<file path="config.mk">
export PLATFORM = sky130hd
export DESIGN_NAME = sample_period_timer
export DESIGN_NICKNAME = d
export VERILOG_FILES = /design/src/rtl/sp_pkg.sv /design/src/rtl/sp_cfg_reg.sv /design/src/rtl/sp_prescaler.sv /design/src/rtl/sp_period_ctr.sv /design/src/rtl/sample_period_timer.sv
export SDC_FILE = /design/constraint.sdc
export NUM_CORES = 1
export LEC_CHECK = 0
export BUFFER_PORTS_ARGS = -buffer_cell sky130_fd_sc_hd__buf_2
export CORE_ASPECT_RATIO = 0.75
export CORE_MARGIN = 2
export CORE_UTILIZATION = 45
export DETAILED_ROUTE_END_ITERATION = 16
export PLACE_DENSITY = 0.67
export REMOVE_ABC_BUFFERS = 1
export SLEW_MARGIN = 40
export SYNTH_ARGS = -nofsm -noshare
export SYNTH_HDL_FRONTEND = slang
export SYNTH_HIERARCHICAL = 1
export SYNTH_SLANG_ARGS = --single-unit
</file>
<file path="constraint.sdc">
create_clock -name clk -period 2.95 [get_ports clk]
set_input_delay 0.1475 -clock clk [delete_from_list [all_inputs] [get_ports clk]]
set_output_delay 0.1475 -clock clk [all_outputs]
set_load 0.03 [all_outputs]
</file>
<file path="src/rtl/sp_pkg.sv">
package sp_pkg;

    localparam int unsigned REG_W      = 16;
    localparam int unsigned CFG_W      = 8;
    localparam int unsigned MULT_W     = 7;
    localparam int unsigned FAST_LIMIT = 9;

    typedef enum logic {
        TB_SHORT = 1'b0,
        TB_LONG  = 1'b1
    } tbase_e;

    typedef struct packed {
        tbase_e              base;
        logic [MULT_W-1:0]   mult;
    } period_cfg_t;

    localparam period_cfg_t CFG_RESET = '{base: TB_SHORT, mult: 7'd1};

    function automatic period_cfg_t word_to_cfg(input logic [REG_W-1:0] w);
        period_cfg_t c;
        c.base = tbase_e'(w[CFG_W-1]);
        c.mult = w[MULT_W-1:0];
        return c;
    endfunction

    function automatic logic [REG_W-1:0] cfg_to_word(input period_cfg_t c);
        return {{(REG_W-CFG_W){1'b0}}, c};
    endfunction

    function automatic logic cfg_is_fast(input period_cfg_t c);
        logic [CFG_W-1:0] raw;
        raw = c;
        return (raw <= CFG_W'(FAST_LIMIT));
    endfunction

endpackage

</file>
<file path="src/rtl/sp_cfg_reg.sv">
module sp_cfg_reg
    import sp_pkg::*;
(
    input  logic               clk,
    input  logic               rst,
    input  logic               wr_en,
    input  logic [REG_W-1:0]   wr_data,
    output period_cfg_t        cfg_q,
    output logic               restart,
    output logic [REG_W-1:0]   rd_data
);

    period_cfg_t cfg_r;

    always_ff @(posedge clk) begin
        if (rst) begin
            cfg_r <= CFG_RESET;
        end else if (wr_en) begin
            cfg_r <= word_to_cfg(wr_data);
        end
    end

    assign cfg_q   = cfg_r;
    assign restart = rst | wr_en;
    assign rd_data = cfg_to_word(cfg_r);

endmodule

</file>
<file path="src/rtl/sp_prescaler.sv">
module sp_prescaler
    import sp_pkg::*;
#(
    parameter int unsigned TB0_CYCLES = 61035,
    parameter int unsigned TB1_CYCLES = 1892100
) (
    input  logic    clk,
    input  logic    clear,
    input  tbase_e  base,
    output logic    tick
);

    localparam int unsigned TB_MAX = (TB0_CYCLES > TB1_CYCLES) ? TB0_CYCLES : TB1_CYCLES;
    localparam int unsigned CNT_W  = (TB_MAX > 2) ? $clog2(TB_MAX) : 1;
    localparam logic [CNT_W-1:0] TERM0 = CNT_W'(TB0_CYCLES - 1);
    localparam logic [CNT_W-1:0] TERM1 = CNT_W'(TB1_CYCLES - 1);

    logic [CNT_W-1:0] cnt_q;
    logic [CNT_W-1:0] term;

    generate
        if (TB0_CYCLES == TB1_CYCLES) begin : g_single_base
            assign term = TERM0;
        end else begin : g_dual_base
            assign term = (base == TB_LONG) ? TERM1 : TERM0;
        end
    endgenerate

    assign tick = (cnt_q == term);

    always_ff @(posedge clk) begin
        if (clear || tick) begin
            cnt_q <= '0;
        end else begin
            cnt_q <= cnt_q + 1'b1;
        end
    end

endmodule

</file>
<file path="src/rtl/sp_period_ctr.sv">
module sp_period_ctr
    import sp_pkg::*;
(
    input  logic               clk,
    input  logic               clear,
    input  logic               tick,
    input  logic [MULT_W-1:0]  mult,
    output logic               strobe
);

    logic [MULT_W-1:0] cnt_q;
    logic              last;

    assign last   = (cnt_q == mult);
    assign strobe = tick & last;

    always_ff @(posedge clk) begin
        if (clear) begin
            cnt_q <= '0;
        end else if (tick) begin
            cnt_q <= last ? '0 : cnt_q + 1'b1;
        end
    end

endmodule

</file>
<file path="src/rtl/sample_period_timer.sv">
module sample_period_timer
    import sp_pkg::*;
#(
    parameter int unsigned TB0_CYCLES = 61035,
    parameter int unsigned TB1_CYCLES = 1892100
) (
    input  logic         clk,
    input  logic         rst,
    input  logic         wr_en,
    input  logic [15:0]  wr_data,
    output logic [15:0]  rd_data,
    output logic         sample_strobe,
    output logic         fast_mode
);

    period_cfg_t cfg;
    logic        restart;
    logic        tick;

    sp_cfg_reg u_reg (
        .clk     (clk),
        .rst     (rst),
        .wr_en   (wr_en),
        .wr_data (wr_data),
        .cfg_q   (cfg),
        .restart (restart),
        .rd_data (rd_data)
    );

    sp_prescaler #(
        .TB0_CYCLES (TB0_CYCLES),
        .TB1_CYCLES (TB1_CYCLES)
    ) u_pre (
        .clk   (clk),
        .clear (restart),
        .base  (cfg.base),
        .tick  (tick)
    );

    sp_period_ctr u_per (
        .clk    (clk),
        .clear  (restart),
        .tick   (tick),
        .mult   (cfg.mult),
        .strobe (sample_strobe)
    );

    assign fast_mode = cfg_is_fast(cfg);

endmodule

</file>
# Word-level counts from Yosys, hierarchy flattened
# Cells that the tools add are included.
# Widths: inputs -> output; s select.
[word_totals] register_bits=36 input_bits=19 elab_cells=14
[op_classes] n_addsub=2 n_lt_le_gt_ge=1 n_eq_ne=2 muxes=2 bitwise=2 n_reduce_logical=1
[op_table] operator="$add 21x1->21 const B" count=1
[op_table] operator="$eq 21x21->1" count=1
[op_table] operator="$mux 21" count=1
[op_table] operator="$le 8x4->1 const B" count=1
[op_table] operator="$add 7x1->7 const B" count=1
[op_table] operator="$eq 7x7->1" count=1
[op_table] operator="$mux 7" count=1
[op_table] operator="$and 1x1->1" count=1
[op_table] operator="$logic_or 1x1->1" count=1
[op_table] operator="$or 1x1->1" count=1

# Depth between registers and ports, before layout
# Gate-level depths: netlist of run 1.
[logic_depth] depth_word=3 mapped_depth=9 depth_no_buf=6

# Hierarchy
# Netlist of run 1, hierarchy kept.
[modules_own_cells] module="sp_prescaler" n_inst=1 cells_per_inst=120 area_each_um2=1083.5 seq_area_each_um2=420.4
[modules_own_cells] module="sp_period_ctr" n_inst=1 cells_per_inst=45 area_each_um2=447.9 seq_area_each_um2=140.1
[modules_own_cells] module="sp_cfg_reg" n_inst=1 cells_per_inst=44 area_each_um2=420.4 seq_area_each_um2=160.2
[modules_own_cells] module="sample_period_timer" n_inst=1 cells_per_inst=3 area_each_um2=17.5 seq_area_each_um2=0.0

# Worst setup path before layout of run 1
# Ideal clock, no wire load.
[synth_timing] path_kind="flip-flop to output port" startpoint="register u_pre.cnt_q[5]" endpoint="output port sample_strobe" t_arrival_ps=2468 required_time_ps=2803 path_slack_ps=334 stages_incl_launch_ff=9 path_buffers=3 path_cell_list="dfxtp_1 -> buf_2 -> nand2_1 -> or4b_1 -> a221oi_2 -> buf_2 -> buf_2 -> nor4b_2 -> and2_1"
[synth_between] elab_chain_cells=2
[synth_lines] element="start: declaration" line="sp_prescaler.sv:18" text="logic [CNT_W-1:0] cnt_q;"
[synth_lines] element="start signal: assignment" line="sp_prescaler.sv:35" text="cnt_q <= cnt_q + 1'b1;"
[synth_lines] element="$eq 21x21->1" line="sp_prescaler.sv:29" text="assign tick = (cnt_q == term);"
[synth_lines] element="net tick" line="sample_period_timer.sv:18" text="logic tick;"
[synth_lines] element="$and 1x1->1" line="sp_period_ctr.sv:15" text="assign strobe = tick & last;"
[synth_lines] element="end: declaration" line="sample_period_timer.sv:12" text="output logic sample_strobe,"
# The timed path passes the listed nets, and every way through them passes these cells.

# Worst setup path in the final report of run 1
# Ends and elaborated chain as after synthesis.

==> results of run 1 <==
[state kept, by name, indices dropped and copies added, names as in the netlist]
name / flops
u_per/cnt_q: 7
u_pre/cnt_q: 21
u_reg/cfg_q: 8
[routing by layer]
layer | vias to the layer above | GRT usage | routed length, µm
met3 | 5 | 0.04839 | 133
met4 | 0 | 0.05811 | 36
met2 | 26 | 0.2214 | 1615
met1 | 714 | 0.2710 | 2211
li1 | 772 | - | -
met5 | - | 0 | 0
[logic make-up after synthesis]
logic type	count (synthesis)	synth area share
AND/OR/NAND/NOR	82	0.2592
flip-flops	36	0.3659
buffers and inverters	30	0.09530
AO/OA/AOI/OAI	28	0.1131
XOR/XNOR	25	0.1112
multiplexers	8	0.04066
adder cells (fa/ha/maj)	2	0.01270
other	1	0.001904
[cells in the final DEF (no fill, tap or decap), types with 4 or more instances in the layout]
cell       n
a211oi_1   8
xor2_1    13
nand4_1    7
mux2i_1    8
inv_1      5
nand2_1    7
buf_2     20
nor3_1    21
dfxtp_1   36
nand3_1    6
nor4_1     5
nor4b_1    4
xnor2_1   12
nor2_1     8
or3_1      4
conb_1     8
clkbuf_8   5
o21ai_0    5
[metrics by stage]
| stage | utilization | area (µm²) | power, mW | hold slack [ns] | setup slack [ns] |
|---|---|---|---|---|---|
| after global placement | 0.4897 | 2022 | 0.6002 | 0.3604 | 0.5714 |
| after floorplan | - | 1827 | 0.5724 | 0.2199 | -0.2285 |
| final | 0.5158 | 2130 | 1.016 | 0.07774 | 0.2557 |
| after CTS | 0.5158 | 2130 | 1.023 | 0.07333 | 0.2354 |
| after detailed placement | 0.4897 | 2022 | 0.6006 | 0.3660 | 0.5541 |
| after global routing | 0.5158 | 2130 | 1.057 | 0.09017 | 0.1154 |
[area by class of cell]
class	instances	area, µm²
Multi-Input combinational cell	153	1099
Clock inverter	2	35.03
Inverter	5	18.77
Sequential cell	36	720.7
Tap cell	55	68.82
Timing Repair Buffer	22	115.1
Clock buffer	6	72.57
Fill cell	386	1999
[where the power goes]
| part | switching, mW | internal [mW] | leakage, nW | total (mW) |
|---|---|---|---|---|
| registers | 0.0112 | 0.494 | 0.292 | 0.505 |
| logic | 0.0594 | 0.0254 | 0.444 | 0.0849 |
| clock network | 0.175 | 0.251 | 0.0552 | 0.426 |
[worst max path at each step]
stage,from,endpoint,slack (ns),cells past startpoint
2_1_floorplan,u_pre/cnt_q[5],sample_strobe,-0.23,5
3_3_place_gp,u_pre/cnt_q[5],sample_strobe,0.57,7
3_5_place_dp,u_pre/cnt_q[5],sample_strobe,0.55,7
4_1_cts,u_pre/cnt_q[5],sample_strobe,0.24,7
5_1_grt,u_pre/cnt_q[5],sample_strobe,0.12,7
6_report,u_pre/cnt_q[5],sample_strobe,0.26,7
==> results by group, run 1 <==
Place
  – Placed cells: ~270
  – Port buffer count: 20
  – Placer congestion estimate: between 0.7 and 0.8
  – DP HPWL: 2829 µm

Drt
  – Detail Route Antenna Nets: 0
  – Per-cell routed wire length: between 10 and 15 µm
  – Via-per-instance ratio: around 5.4
  – DRC Markers: 0
  – Routed vias: 1517
  – DR pass1 iterations: 4
  – DRT Wirelength: about 4000 µm
  – 1st-iter DRT viols: between 100 and 150

Clock tree
  – CTS Hold Bufs: 0
  – Post-CTS sizing: 0
  – Clk_lat worst skew: roughly 0.29 ns
  – Post-CTS setup buffers: 0
  – CTS Buf Count: 5
  – Clk pin slew, worst setup/hold paths: 0.07 ns
  – CTS sink count: 36
  – CTS tree: yes
  – H-tree depth: 2
  – Clock Path Buffers: 2
  – Root Driver: clkbuf_8

Floorplanning
  – Core area: between 0.004 and 0.005 mm²
  – Initial Util: 0.4770
  – Cell Rows: 20
  – Die Area: 0.004927 mm²
  – Die height: a little over 60 µm
  – Die Width: around 80 µm
  – I/O Pins: 37

Setup path
  – Data required, critical path: 2.80 ns
  – CP arrival: between 2 and 3 ns
  – CP max stage cell: or4b_1
  – Reg2Reg Depth: 6
  – CP Max Fanout: 8
  – Reg-to-reg startpoint: u_pre/cnt_q[5]
  – R2r endpoint: u_per/cnt_q[5]
  – Worst Setup Path Type: register to output port
  – CP delay by family, top: simple AND/OR/NAND/NOR gates
  – CP startpoint kind: register
  – Critical path cell sequence: nand2_1 -> or4b_1 -> a221oi_4 -> nor4b_2 -> buf_4 -> and2_1 -> buf_2
  – Worst path max stage delay: about 0.53 ns
  – CP Capture Type: output port
  – WP buf/inv: 2
  – Reg2reg setup slack: a little over 0.6 ns

Yosys
  – Synth area leaders: dfxtp_1 (37%), buf_4 (6.1%), xor2_1 (5.8%)
  – Number of synthesized flops with an enable pin: 0
  – Sequential-to-total area share from yosys stat: 0.3659
  – Gate Count Post-Synth: about 210
  – Top-count cell post-synth: dfxtp_1
  – Flops & latches, synth: 36
  – Cell taking the most area after synthesis: dfxtp_1
  – Synth unique cells: 48
  – Primary FF master, synth: dfxtp_1
  – Syn_area_per_cell: a little over 9 µm²
  – Yosys Warn Count: 6
  – Commonest cells in the netlist: dfxtp_1 (36), nor3_1 (21), buf_4 (16)
  – Synthesized area: 0.001969 mm²
  – Post-synthesis async set-or-reset flop share: 0
  – Synth top area share: 0.3659

Finish
  – Nets: 244
  – Finished Layout Cells: around 280
  – Area delta synth->final: 8.132%
  – Share of cells above drive strength 1: 0.1920
  – Antenna diodes: 0

Global routing
  – Vias in the first global route: ~1300
  – First-pass GRT wire length: between 6000 and 7000 µm
  – GRT overflow: 0
  – Largest net degree at the start of global routing: 29
  – Initial antenna violation count: 0
  – Gr usage total: 0.1728

STA
  – Final setup TNS: 0 ns
  – Crit share post-route: 0.9133
  – Relative slew slack: 0.5130
  – Clock Skews: around 0.0031 ns
  – Final Hold Fails: 0
  – Least-Margin Pin Slew: roughly 0.72 ns
  – Post-layout min period: between 2 and 3 ns
  – Max Clock Freq: between 0.3 and 0.4 GHz
  – Final Setup Violations: 0
  – RSZ-0062 raised after global routing: false
  – Final Slew Violations: 0

Run status
  – Status: completed

Power and ir drop
  – PwrDens: about 480 mW/mm²
  – Maximum vdd drop: ~280 µV
  – Lkg Pwr: 0.7910 nW

Min path
  – Hold_sp: wr_data[0]
  – Hold Crit Class: input port to register
  – Hold path cells: 2
  – Hold Path Sink: u_reg/cfg_q[0]

Run
  – Max Cap Violations: 0
Note: power is estimated with default switching activity, not from simulation.
==> run 2, diff against run 1 <==
- ABC_AREA: not set -> 1
- PLACE_DENSITY: 0.67 -> 0.66
==> run 2 against run 1 <==
Effect of this change:
- sequential power is 0.8% higher
- clock-buffer cell count is 2 higher
- core utilization is 2.7 points lower
==> results by group, run 2 <==
Global routing
  – Initial antenna violation count: 0 (unchanged)
  – GRT overflow: 0 (unchanged)
  – First-pass GRT wire length: 7086 µm (was 6417 µm)
  – Vias in the first global route: 1584 (was 1293)
  – Largest net degree at the start of global routing: 22 (was 29)
  – Gr usage total: 0.1615 (was 0.1728)

Drt
  – Via-per-instance ratio: 4.345 (was 5.437)
  – DRC Markers: 0 (unchanged)
  – DRT Wirelength: 4159 µm (was 3997 µm)
  – 1st-iter DRT viols: 68 (was 119)
  – DR pass1 iterations: 4 (unchanged)
  – Per-cell routed wire length: 10.02 µm (was 14.33 µm)
  – Detail Route Antenna Nets: 0 (unchanged)
  – Routed vias: 1803 (was 1517)

Min path
  – Hold path cells: 3 (was 2)
  – Hold Crit Class: input port to register (unchanged)

Clock tree
  – H-tree depth: 2 (unchanged)
  – Clk_lat worst skew: 0.29 ns (about the same)
  – Post-CTS sizing: 0 (unchanged)
  – CTS Buf Count: 5 (unchanged)
  – Clock Path Buffers: 2 (unchanged)
  – CTS sink count: 36 (unchanged)
  – Clk pin slew, worst setup/hold paths: 0.07 ns (about the same)
  – CTS tree: yes (unchanged)
  – CTS Hold Bufs: 0 (unchanged)
  – Root Driver: clkbuf_8 (unchanged)
  – Post-CTS setup buffers: 0 (unchanged)

Setup path
  – Cell mode on critical path: nand2_1
  – Levels on crit path: 13 (was 7)
  – Critical path cell sequence: nand2_1 -> o21ai_0 -> nand2_1 -> nor2_1 -> nand3_2 -> inv_1 -> inv_2 -> nor2_1 -> nand2_1 -> nor2_2 -> nand2_2 -> inv_1 -> buf_2 (was nand2_1 -> or4b_1 -> a221oi_4 -> nor4b_2 -> buf_4 -> and2_1 -> buf_2)
  – Worst Setup Path Type: register to output port (unchanged)
  – CP arrival: 2.08 ns (was 2.55 ns)
  – CP startpoint kind: register (unchanged)
  – Reg2Reg Depth: 10 (was 6)
  – Data required, critical path: 2.80 ns (about the same)
  – Worst path max stage delay: 0.51 ns (was 0.53 ns)
  – WP buf/inv: 4 (was 2)
  – CP Max Fanout: 8 (unchanged)
  – CP Capture Type: output port (unchanged)
  – CP delay by family, top: simple AND/OR/NAND/NOR gates (unchanged)
  – CP max stage cell: dfxtp_1 (was or4b_1)

Place
  – Port buffer count: 20 (unchanged)
  – DP HPWL: 3121 µm (was 2829 µm)
  – DP Worst Slack: 1.021 ns (was 0.5541 ns)
  – Placer congestion estimate: 0.8387 (was 0.7209)

Finish
  – Nets: 375 (was 244)
  – Most frequent cells in the layout: nand2_1 (88), nor2_1 (66), inv_1 (47), dfxtp_1 (36), buf_2 (20) (was dfxtp_1 (36), nor3_1 (21), buf_2 (20), xor2_1 (13), xnor2_1 (12))
  – Top reg by flops: u_pre/cnt_q (unchanged)
  – Area delta synth->final: 5.671% (was 8.132%)
  – Commonest non-fill, non-tap cell in the layout: nand2_1 (was dfxtp_1)
  – Share of cells above drive strength 1: 0.1859 (was 0.1920)
  – Antenna diodes: 0 (unchanged)
  – Largest register FFs: 21 (unchanged)

Yosys
  – Sequential-to-total area share from yosys stat: 0.3234 (was 0.3659)
  – Number of synthesized flops with an enable pin: 0 (unchanged)
  – Gate Count Post-Synth: 340 (was 212)
  – Flops & latches, synth: 36 (unchanged)
  – Syn_area_per_cell: 6.554 µm² (was 9.290 µm²)
  – Synth top area share: 0.3234 (was 0.3659)
  – Top-count cell post-synth: nand2_1 (was dfxtp_1)
  – Synth unique cells: 27 (was 48)
  – Synthesized area: 0.002228 mm² (was 0.001969 mm²)
  – Yosys Warn Count: 6 (unchanged)
  – Primary FF master, synth: dfxtp_1 (unchanged)
  – Synth area leaders: dfxtp_1 (32%), nand2_1 (15%), nor2_1 (11%) (was dfxtp_1 (37%), buf_4 (6.1%), xor2_1 (5.8%))
  – Commonest cells in the netlist: nand2_1 (88), nor2_1 (66), inv_1 (47) (was dfxtp_1 (36), nor3_1 (21), buf_4 (16))
  – Cell taking the most area after synthesis: dfxtp_1 (unchanged)
  – Post-synthesis async set-or-reset flop share: 0 (unchanged)

Power and ir drop
  – Total power: 0.9673 mW (was 1.016 mW)
  – PwrDens: 410.8 mW/mm² (was 476.9 mW/mm²)
  – Maximum vdd drop: 213.9 µV (was 281.0 µV)
  – Combinational fraction of design power: 0.100 (was 0.084)
  – Clock Power Share: 0.374 (was 0.419)
  – Switching share of total power: 0.2630 (was 0.2419)
  – Internal: 0.7129 mW (was 0.7699 mW)
  – Lkg Pwr: 0.9980 nW (was 0.7910 nW)
  – Seq pwr share: 0.526 (was 0.497)
  – NetSw: 0.2544 mW (was 0.2457 mW)

STA
  – Setup WS post-layout: 0.7223 ns (was 0.2557 ns)
  – Crit share post-route: 0.7551 (was 0.9133)
  – Final setup TNS: 0 ns (unchanged)
  – Final Slew Violations: 0 (unchanged)
  – Relative slew slack: 0.6599 (was 0.5130)
  – RSZ-0062 raised after global routing: false (unchanged)
  – Least-Margin Pin Slew: 0.5084 ns (was 0.7238 ns)
  – Post-layout min period: 2.228 ns (was 2.694 ns)
  – Final Setup Violations: 0 (unchanged)
  – Final Hold Fails: 0 (unchanged)
  – Max Clock Freq: 0.4489 GHz (was 0.3711 GHz)
  – Clock Skews: 0.006394 ns (was 0.003056 ns)

Floorplanning
  – Core area: 0.004817 mm² (was 0.004129 mm²)
  – Die Area: 0.005536 mm² (was 0.004927 mm²)
  – I/O Pins: 37 (unchanged)
  – Initial Util: 0.4626 (was 0.4770)
  – Die height: 64.94 µm (was 61.29 µm)
  – Die Width: 85.26 µm (was 80.39 µm)
  – Cell Rows: 22 (was 20)

Run status
  – Status: completed (unchanged)

Run
  – Max Cap Violations: 0 (unchanged)
==> run 2: layout make-up <==
class	instances	area [µm²]
Clock buffer	8	90.09
Fill cell	509	2462
Inverter	53	198.9
Multi-Input combinational cell	238	1170
Sequential cell	36	720.7
Tap cell	60	75.07
Timing Repair Buffer	20	100.1
==> run 2: logic make-up after synthesis <==
family	Yosys count	share of synthesized area
xor gates and xnor gates	18	0.07075
and+or+nand+nor	205	0.4172
adders and majority gates	2	0.01123
AOI/OAI and AO/OA	5	0.01235
DFF	36	0.3234
other	1	0.001683
buffers and inverters	73	0.1634
==> run 2: through the flow <==
step	utilization	std cells	hold WS, ns	instance area (µm²)
floorplan	-	327	0.2696	2090
global placement	0.4701	407	0.3659	2265
detailed placement	0.4701	407	0.3712	2265
CTS	0.4888	415	0.06913	2355
global route	0.4888	415	0.07625	2355
finish	0.4888	415	0.07344	2355
==> run 2: worst paths after layout <==
kind,slack (ns),start,end
setup reg to reg,1.10,u_reg/cfg_q[7],u_per/cnt_q[3]
setup / recovery,0.72,u_reg/cfg_q[7],sample_strobe
hold reg to reg,0.51,u_reg/cfg_q[0],u_reg/cfg_q[0]
hold / removal,0.07,wr_data[0],u_reg/cfg_q[0]
==> run 2: metal layers <==
metal,track usage,part of all wire,vias up
met5,0,0,-
met4,0.06548,0.0053,0
met3,0.03822,0.031,2
met2,0.2314,0.40,27
met1,0.2310,0.56,772
li1,-,-,1002
==> run 2: power groups by stage <==
stage / sequential (mW) / combinational [mW] / clock (mW)
after floorplan: 0.531 / 0.0568 / 0
after global placement: 0.520 / 0.0956 / 0
after detailed placement: 0.520 / 0.0965 / 0
after CTS: 0.509 / 0.0968 / 0.370
after global routing: 0.511 / 0.106 / 0.393
final: 0.509 / 0.0966 / 0.362
==> run 2: worst min-delay path, delay by kind of cell <==
kind          cells  cell delay, ns
buf+inv           1            0.08
simple gates      2            0.10
